File: src/rtl/diag_shifter_pkg.sv
package diag_shifter_pkg;

  typedef enum logic [1:0] {
    SEL_OK    = 2'd0,
    SEL_NONE  = 2'd1,
    SEL_MULTI = 2'd2
  } sel_status_e;

endpackage

File: src/rtl/diag_sel_check.sv
module diag_sel_check
  import diag_shifter_pkg::*;
#(
  parameter int N = 4
) (
  input  logic [N-1:0] sel,
  output sel_status_e  status,
  output logic [N-1:0] en
);

  logic [N:0]   seen;
  logic [N-1:0] dup;

  assign seen[0] = 1'b0;

  generate
    for (genvar k = 0; k < N; k++) begin : g_scan
      assign seen[k+1] = seen[k] | sel[k];
      assign dup[k]    = sel[k] & seen[k];
    end
  endgenerate

  always_comb begin
    if (!seen[N])     status = SEL_NONE;
    else if (|dup)    status = SEL_MULTI;
    else              status = SEL_OK;
  end

  assign en = (status == SEL_OK) ? sel : '0;

  always_comb begin
    if (status == SEL_NONE) begin
      AST_NONE_IS_EMPTY: assert (sel == '0);
    end
    if (status == SEL_MULTI) begin
      AST_MULTI_IS_PLURAL: assert ($countones(sel) > 1);
    end
  end

endmodule

File: src/rtl/diag_xbar.sv
module diag_xbar #(
  parameter int N = 4
) (
  input  logic [N-1:0] a,
  input  logic [N-1:0] en,
  output logic [N-1:0] b
);

  generate
    for (genvar i = 0; i < N; i++) begin : g_out
      logic [N-1:0] tap;
      for (genvar k = 0; k < N; k++) begin : g_diag
        if (i + k < N) begin : g_sw
          assign tap[k] = en[k] & a[i+k];
        end else begin : g_open
          assign tap[k] = 1'b0;
        end
      end
      assign b[i] = |tap;
    end
  endgenerate

  always_comb begin
    AST_ONE_DIAGONAL: assert ($onehot0(en));
    if (en != '0 && !en[0]) begin
      AST_TOP_VACATED: assert (b[N-1] == 1'b0);
    end
  end

endmodule

File: src/rtl/diag_shifter.sv
module diag_shifter
  import diag_shifter_pkg::*;
#(
  parameter int N = 4
) (
  input  logic [N-1:0] a,
  input  logic [N-1:0] sel,
  output logic [N-1:0] b,
  output logic         err
);

  sel_status_e  status;
  logic [N-1:0] en;

  diag_sel_check #(.N(N)) u_check (
    .sel    (sel),
    .status (status),
    .en     (en)
  );

  diag_xbar #(.N(N)) u_xbar (
    .a  (a),
    .en (en),
    .b  (b)
  );

  assign err = (status != SEL_OK);

  always_comb begin
    if (err) begin
      AST_ERR_ZERO_OUT: assert (b == '0);
    end
    if (sel == N'(1)) begin
      AST_PASS_THROUGH: assert (b == a);
    end
    if ($onehot(sel)) begin
      AST_LEGAL_NO_ERR: assert (!err);
    end
  end

endmodule

File: config.mk
export PLATFORM = sky130hd
export DESIGN_NAME = diag_shifter
export DESIGN_NICKNAME = d
export VERILOG_FILES = /design/src/rtl/diag_shifter_pkg.sv /design/src/rtl/diag_sel_check.sv /design/src/rtl/diag_xbar.sv /design/src/rtl/diag_shifter.sv
export SDC_FILE = /design/constraint.sdc
export NUM_CORES = 1
export LEC_CHECK = 0
export ABC_AREA = 1
export BUFFER_PORTS_ARGS = -buffer_cell sky130_fd_sc_hd__clkbuf_2
export CAP_MARGIN = 30
export CORE_AREA = 2 2 39 41
export DETAILED_ROUTE_END_ITERATION = 7
export DIE_AREA = 0 0 41 43
export PLACE_DENSITY = 0.44
export SETUP_SLACK_MARGIN = 0.05
export SLEW_MARGIN = 5
export SYNTH_ARGS = -nofsm -noshare
export SYNTH_HDL_FRONTEND = slang
export SYNTH_HIERARCHICAL = 1
export SYNTH_SLANG_ARGS = --single-unit
File: constraint.sdc
create_clock -name vclk -period 1.3
set_input_delay 0.26 -clock vclk [all_inputs]
set_output_delay 0.26 -clock vclk [all_outputs]
set_load 0.1 [all_outputs]
### Word level (Yosys, flattened, before mapping)

Cells that the tools add are included.

* register bits: 0
* latch bits: 0
* RAM bits: 0
* ROM bits: 0
* input bits: 8
* output and inout port bits: 5
* logic and storage cells: 25
* memories: 0

* add/subtract/negate cells: 0
* multipliers: 0
* div/mod/pow operators: 0
* magnitude comparators: 0
* equal/unequal tests: 0
* shift operators: 0
* multiplexer cells: 3
* bitwise logic cells: 16
* reductions and logical operators: 6

Operators by type and width (number)
* $and A1 B1 Y1: 13
* $reduce_or A3 Y1: 2
* $mux W2: 2
* $mux W4: 1
* $reduce_or A4 Y1: 1
* $or A1 B1 Y1: 3
* $logic_not A2 Y1: 1
* $reduce_bool A2 Y1: 1
* $reduce_or A2 Y1: 1

### Logic depth before layout (Yosys ltp)

* word-level depth: 10
* mapped depth: 7
* depth with buffers taken out: 7

### Cells and area by module

The synthesis kept the hierarchy.

Modules (own cells, without submodules)
* diag_sel_check: times used 1, cells each 20, area each 85.1 um^2, sequential area each 0.0 um^2
* diag_xbar: times used 1, cells each 18, area each 68.8 um^2, sequential area each 0.0 um^2
* diag_shifter: times used 1, cells each 3, area each 11.3 um^2, sequential area each 0.0 um^2

### Worst setup path after synthesis

No wires, ideal clock.

* path kind: in2out
* start point: in sel[2]
* end point: out b[1]
* data arrival time: 1.302 ns
* data required time: 1.040 ns
* setup slack: -0.262 ns
* stages on the path: 5
* buffers on the path: 0
* cells stage by stage: inv_1 -> nand4_1 -> inv_1 -> nand2_1 -> nand3_1

* word-level cells in the longest chain between the ends: 9
* elaborated cells on any way between the ends: 13
* those cells by class: mux (3); bitwise (7); reduce/logical (3)

RTL lines
* start, declared: RTL line diag_shifter.sv:7 `input logic [N-1:0] sel,`
* $or A1 B1 Y1: RTL line diag_sel_check.sv:18 `assign seen[k+1] = seen[k] | sel[k];`
* $and A1 B1 Y1: RTL line diag_sel_check.sv:19 `assign dup[k] = sel[k] & seen[k];`
* $reduce_or A3 Y1: RTL line diag_sel_check.sv:25 `else if (|dup) status = SEL_MULTI;`
* $mux W2: RTL line diag_sel_check.sv:25
* $mux W2 (*): RTL line diag_sel_check.sv:24 `if (!seen[N]) status = SEL_NONE;`
* $logic_not A2 Y1 (*): RTL line diag_sel_check.sv:29 `assign en = (status == SEL_OK) ? sel : '0;`
* $mux W4 (*): RTL line diag_sel_check.sv:29
* net en[1]: RTL line diag_shifter.sv:13 `logic [N-1:0] en;`
* $and A1 B1 Y1 (*): RTL line diag_xbar.sv:14 `assign tap[k] = en[k] & a[i+k];`
* $reduce_or A3 Y1 (*): RTL line diag_xbar.sv:19 `assign b[i] = |tap;`
* end, declared: RTL line diag_shifter.sv:8 `output logic [N-1:0] b,`

The timed path passes the listed nets; every way through them passes the cells marked *.

### Final worst setup path

* start point: in sel[0]
* end point: out b[0]

* word-level cells in the longest chain between the ends: 10
* elaborated cells on any way between the ends: 16
* those cells by class: mux (3); bitwise (10); reduce/logical (3)

RTL lines (RTL line)
* $or A1 B1 Y1 (2 in series): diag_sel_check.sv:18
* $and A1 B1 Y1: diag_sel_check.sv:19
* $reduce_or A3 Y1: diag_sel_check.sv:25
* $mux W2: diag_sel_check.sv:25
* $mux W2 (*): diag_sel_check.sv:24
* $logic_not A2 Y1 (*): diag_sel_check.sv:29
* $mux W4 (*): diag_sel_check.sv:29
* net en[3]: diag_shifter.sv:13
* $and A1 B1 Y1 (*): diag_xbar.sv:14
* $reduce_or A4 Y1 (*): diag_xbar.sv:19

Marked as above.

==> qor.yml <==
placement:
  io_buffers: 13
  post_dp_cell_area_um2: 354
  hpwl_um: 443
  gp_congestion: 0.691
  pre_cts_slack_ns: -0.0607
power_and_ir_drop:
  switching_power_w: 0.0000960
  p_leak_nw: 0.231
  p_per_area_nw_per_um2: 383
  p_clk_share_pct: 0
  power_frac_seq_pct: 0
  max-vdd-ir-drop_mv: 0.214
  power.switching_fraction_pct: 59.7
  internal_power_w: 0.0000648
  combPwrFrac_pct: 100.0
yosys:
  yosysMostFrequentCell: "nand2_1"
  ys_seq_area_share_pct: 0
  ys_top_cells_by_count: "nand2_1, inv_1, nor2_1, nand4_1"
  syn_area_um2: 165
  yosys-top-cells-area: "nand2_1, inv_1, nand4_1, nor2_1, nor2_2"
  synth_warnings: 6
  ys_types: 6
  avgSynthCellArea_um2: 4.03
  synth_top_area_share_pct: 43.2
  synth.largest_area_cell: "nand2_1"
  syn-num-nets: 49
  syn_inst: 41
timing:
  min_period_over_period_pct: 101
  slew_violations: 0
  slew_headroom_pct: 93.1
  setup_viol: 1
  rsz0062_at_grt: "yes"
  worst-slew-pin-transition_ns: 0.103
  final.setup.tns_ns: -0.0114
  worst_slack_ns: -0.0114
  hold_viol_final: 0
  fmax_mhz: 763
  period_needed_ns: 1.31
cells_and_area:
  final_core_util_pct: 30.4
  fill_cells: 152
  stdcell_area_um2: 420
  n_antenna_cell: 0
  nClkBuffers: 0
  regArea_um2: 0
  area.growth.synth_to_final_pct: 155
  design.seq.count: 0
  drive_gt1_share_pct: 58.9
  nNetsFinal: 66
critical_path:
  cp_max_fo: 4
  critPathMostFrequentCell: "nand2_1"
  crit_start: "sel[0]"
  startpoint_type: "input pin"
  end_kind: "primary output"
  path_delay_family: "simple AND/OR/NAND/NOR gates"
  worstPathBufferInverterCount: 3
  critPathMaxStageDelay_ns: 0.16
  cp_slowest_cell: "buf_12"
  worstPathArrival_ns: 1.05
  cp_cell_sequence: "buf_8, nor2_4, nand2_2, nor2_1, nand2_1, nand2_1, inv_2, nand2_4, buf_12"
  required_ns: 1.04
  crit_type: "in -> out"
routing:
  drt-initial-drc-count: 0
  vias_per_cell: 3.85
  drtAntennaViolNets: 0
  num_vias: 277
  drc: 0
  wl_per_cell_um: 7.11
  first_pass_iters: 1
  drt-total-wl_um: 512
job:
  max_cap_viol_count: 0
die:
  die_area_um2: 1760
  ios: 13
  start_util_pct: 11.9
  rows: 14
  fp.dieW_um: 41
  core-area_um2: 1380
  fp.dieH_um: 43
grt:
  antenna_found_initial: 0
  grt_max_degree: 5
  grt_usage_pct: 6.49
  grt_pass1_vias: 267
  grt_overflow: 0
  grt_first_pass_wirelength_um: 890
status:
  violations: "setup timing"
  outcome: "complete, but fails checks"
min_path:
  hold_path_startpoint: "a[2]"
  hold_class: "in -> out"
clock_tree:
  ctsHoldBuffers: 0
## layout make-up
| cell class | count | area [um2] | share of cell area [%] |
|---|---|---|---|
| well taps | 16 | 20.0 | 4.76 |
| repair buffers | 15 | 191 | 45.5 |
| multi-input cells | 28 | 149 | 35.4 |
| inverters | 13 | 60.1 | 14.3 |
## layout by cell type (no fill, tap or decap)
master	instances
nand2_1	12
nand2_2	6
buf_12	5
inv_2	5
inv_1	4
clkbuf_2	4
nor2_1	4
buf_6	3
inv_4	3
nand4_1	3
buf_8	2
nor2_4	1
buf_4	1
clkinvlp_4	1
nand2_4	1
nand3_2	1
## kinds of logic after synthesis
family | Yosys count | share of synthesized area [%]
simple gates | 28 | 70.5
buf+inv | 13 | 29.5
## tightest hold or removal path, stage by stage
cell and delay (ns):
clkbuf_2 0.10, nand2_1 0.07, nand2_2 0.06, buf_12 0.16
## final timing paths
| kind | endpoint | slack [ns] | cells past startpoint |
|---|---|---|---|
| worst max-delay path | b[0] | -0.01 | 9 |
| worst min-delay path | b[2] | 0.91 | 4 |
## per-stage QoR
stage / power (W) / hold slack (ns) / cells
2_1_floorplan: 0.0000809 / 0.856 / 41
3_3_place_gp: 0.000137 / 0.919 / 71
3_5_place_dp: 0.000138 / 0.925 / 71
4_1_cts: 0.000146 / 0.925 / 72
5_1_grt: 0.000170 / 0.948 / 72
6_report: 0.000161 / 0.911 / 72
## routing by layer
metal  share of wire [%]  up-vias  track usage (%)
met5                   0        -                0
met4                   0        0                0
met3                 8.6        0            0.524
met2                  55        9             12.5
met1                  36      121             7.59
li1                    -      147                -
## power by group through the flow
stage	Sequential [W]	Clock, W	Combinational, W
global route	0	0	0.000170
global placement	0	0	0.000137
CTS	0	0	0.000146
finish	0	0	0.000161
floorplan	0	0	0.0000809
detailed placement	0	0	0.000138
## repair_timing
action / 4_1_cts / 5_1_grt
setup endpoints to repair: 4 / 5
pin swaps: 3 / 13
hold endpoints to repair: 0 / 0
gates resized for setup: 7 / 19
setup buffers: 1 / 0
Power figures use the tool's default switching activity.
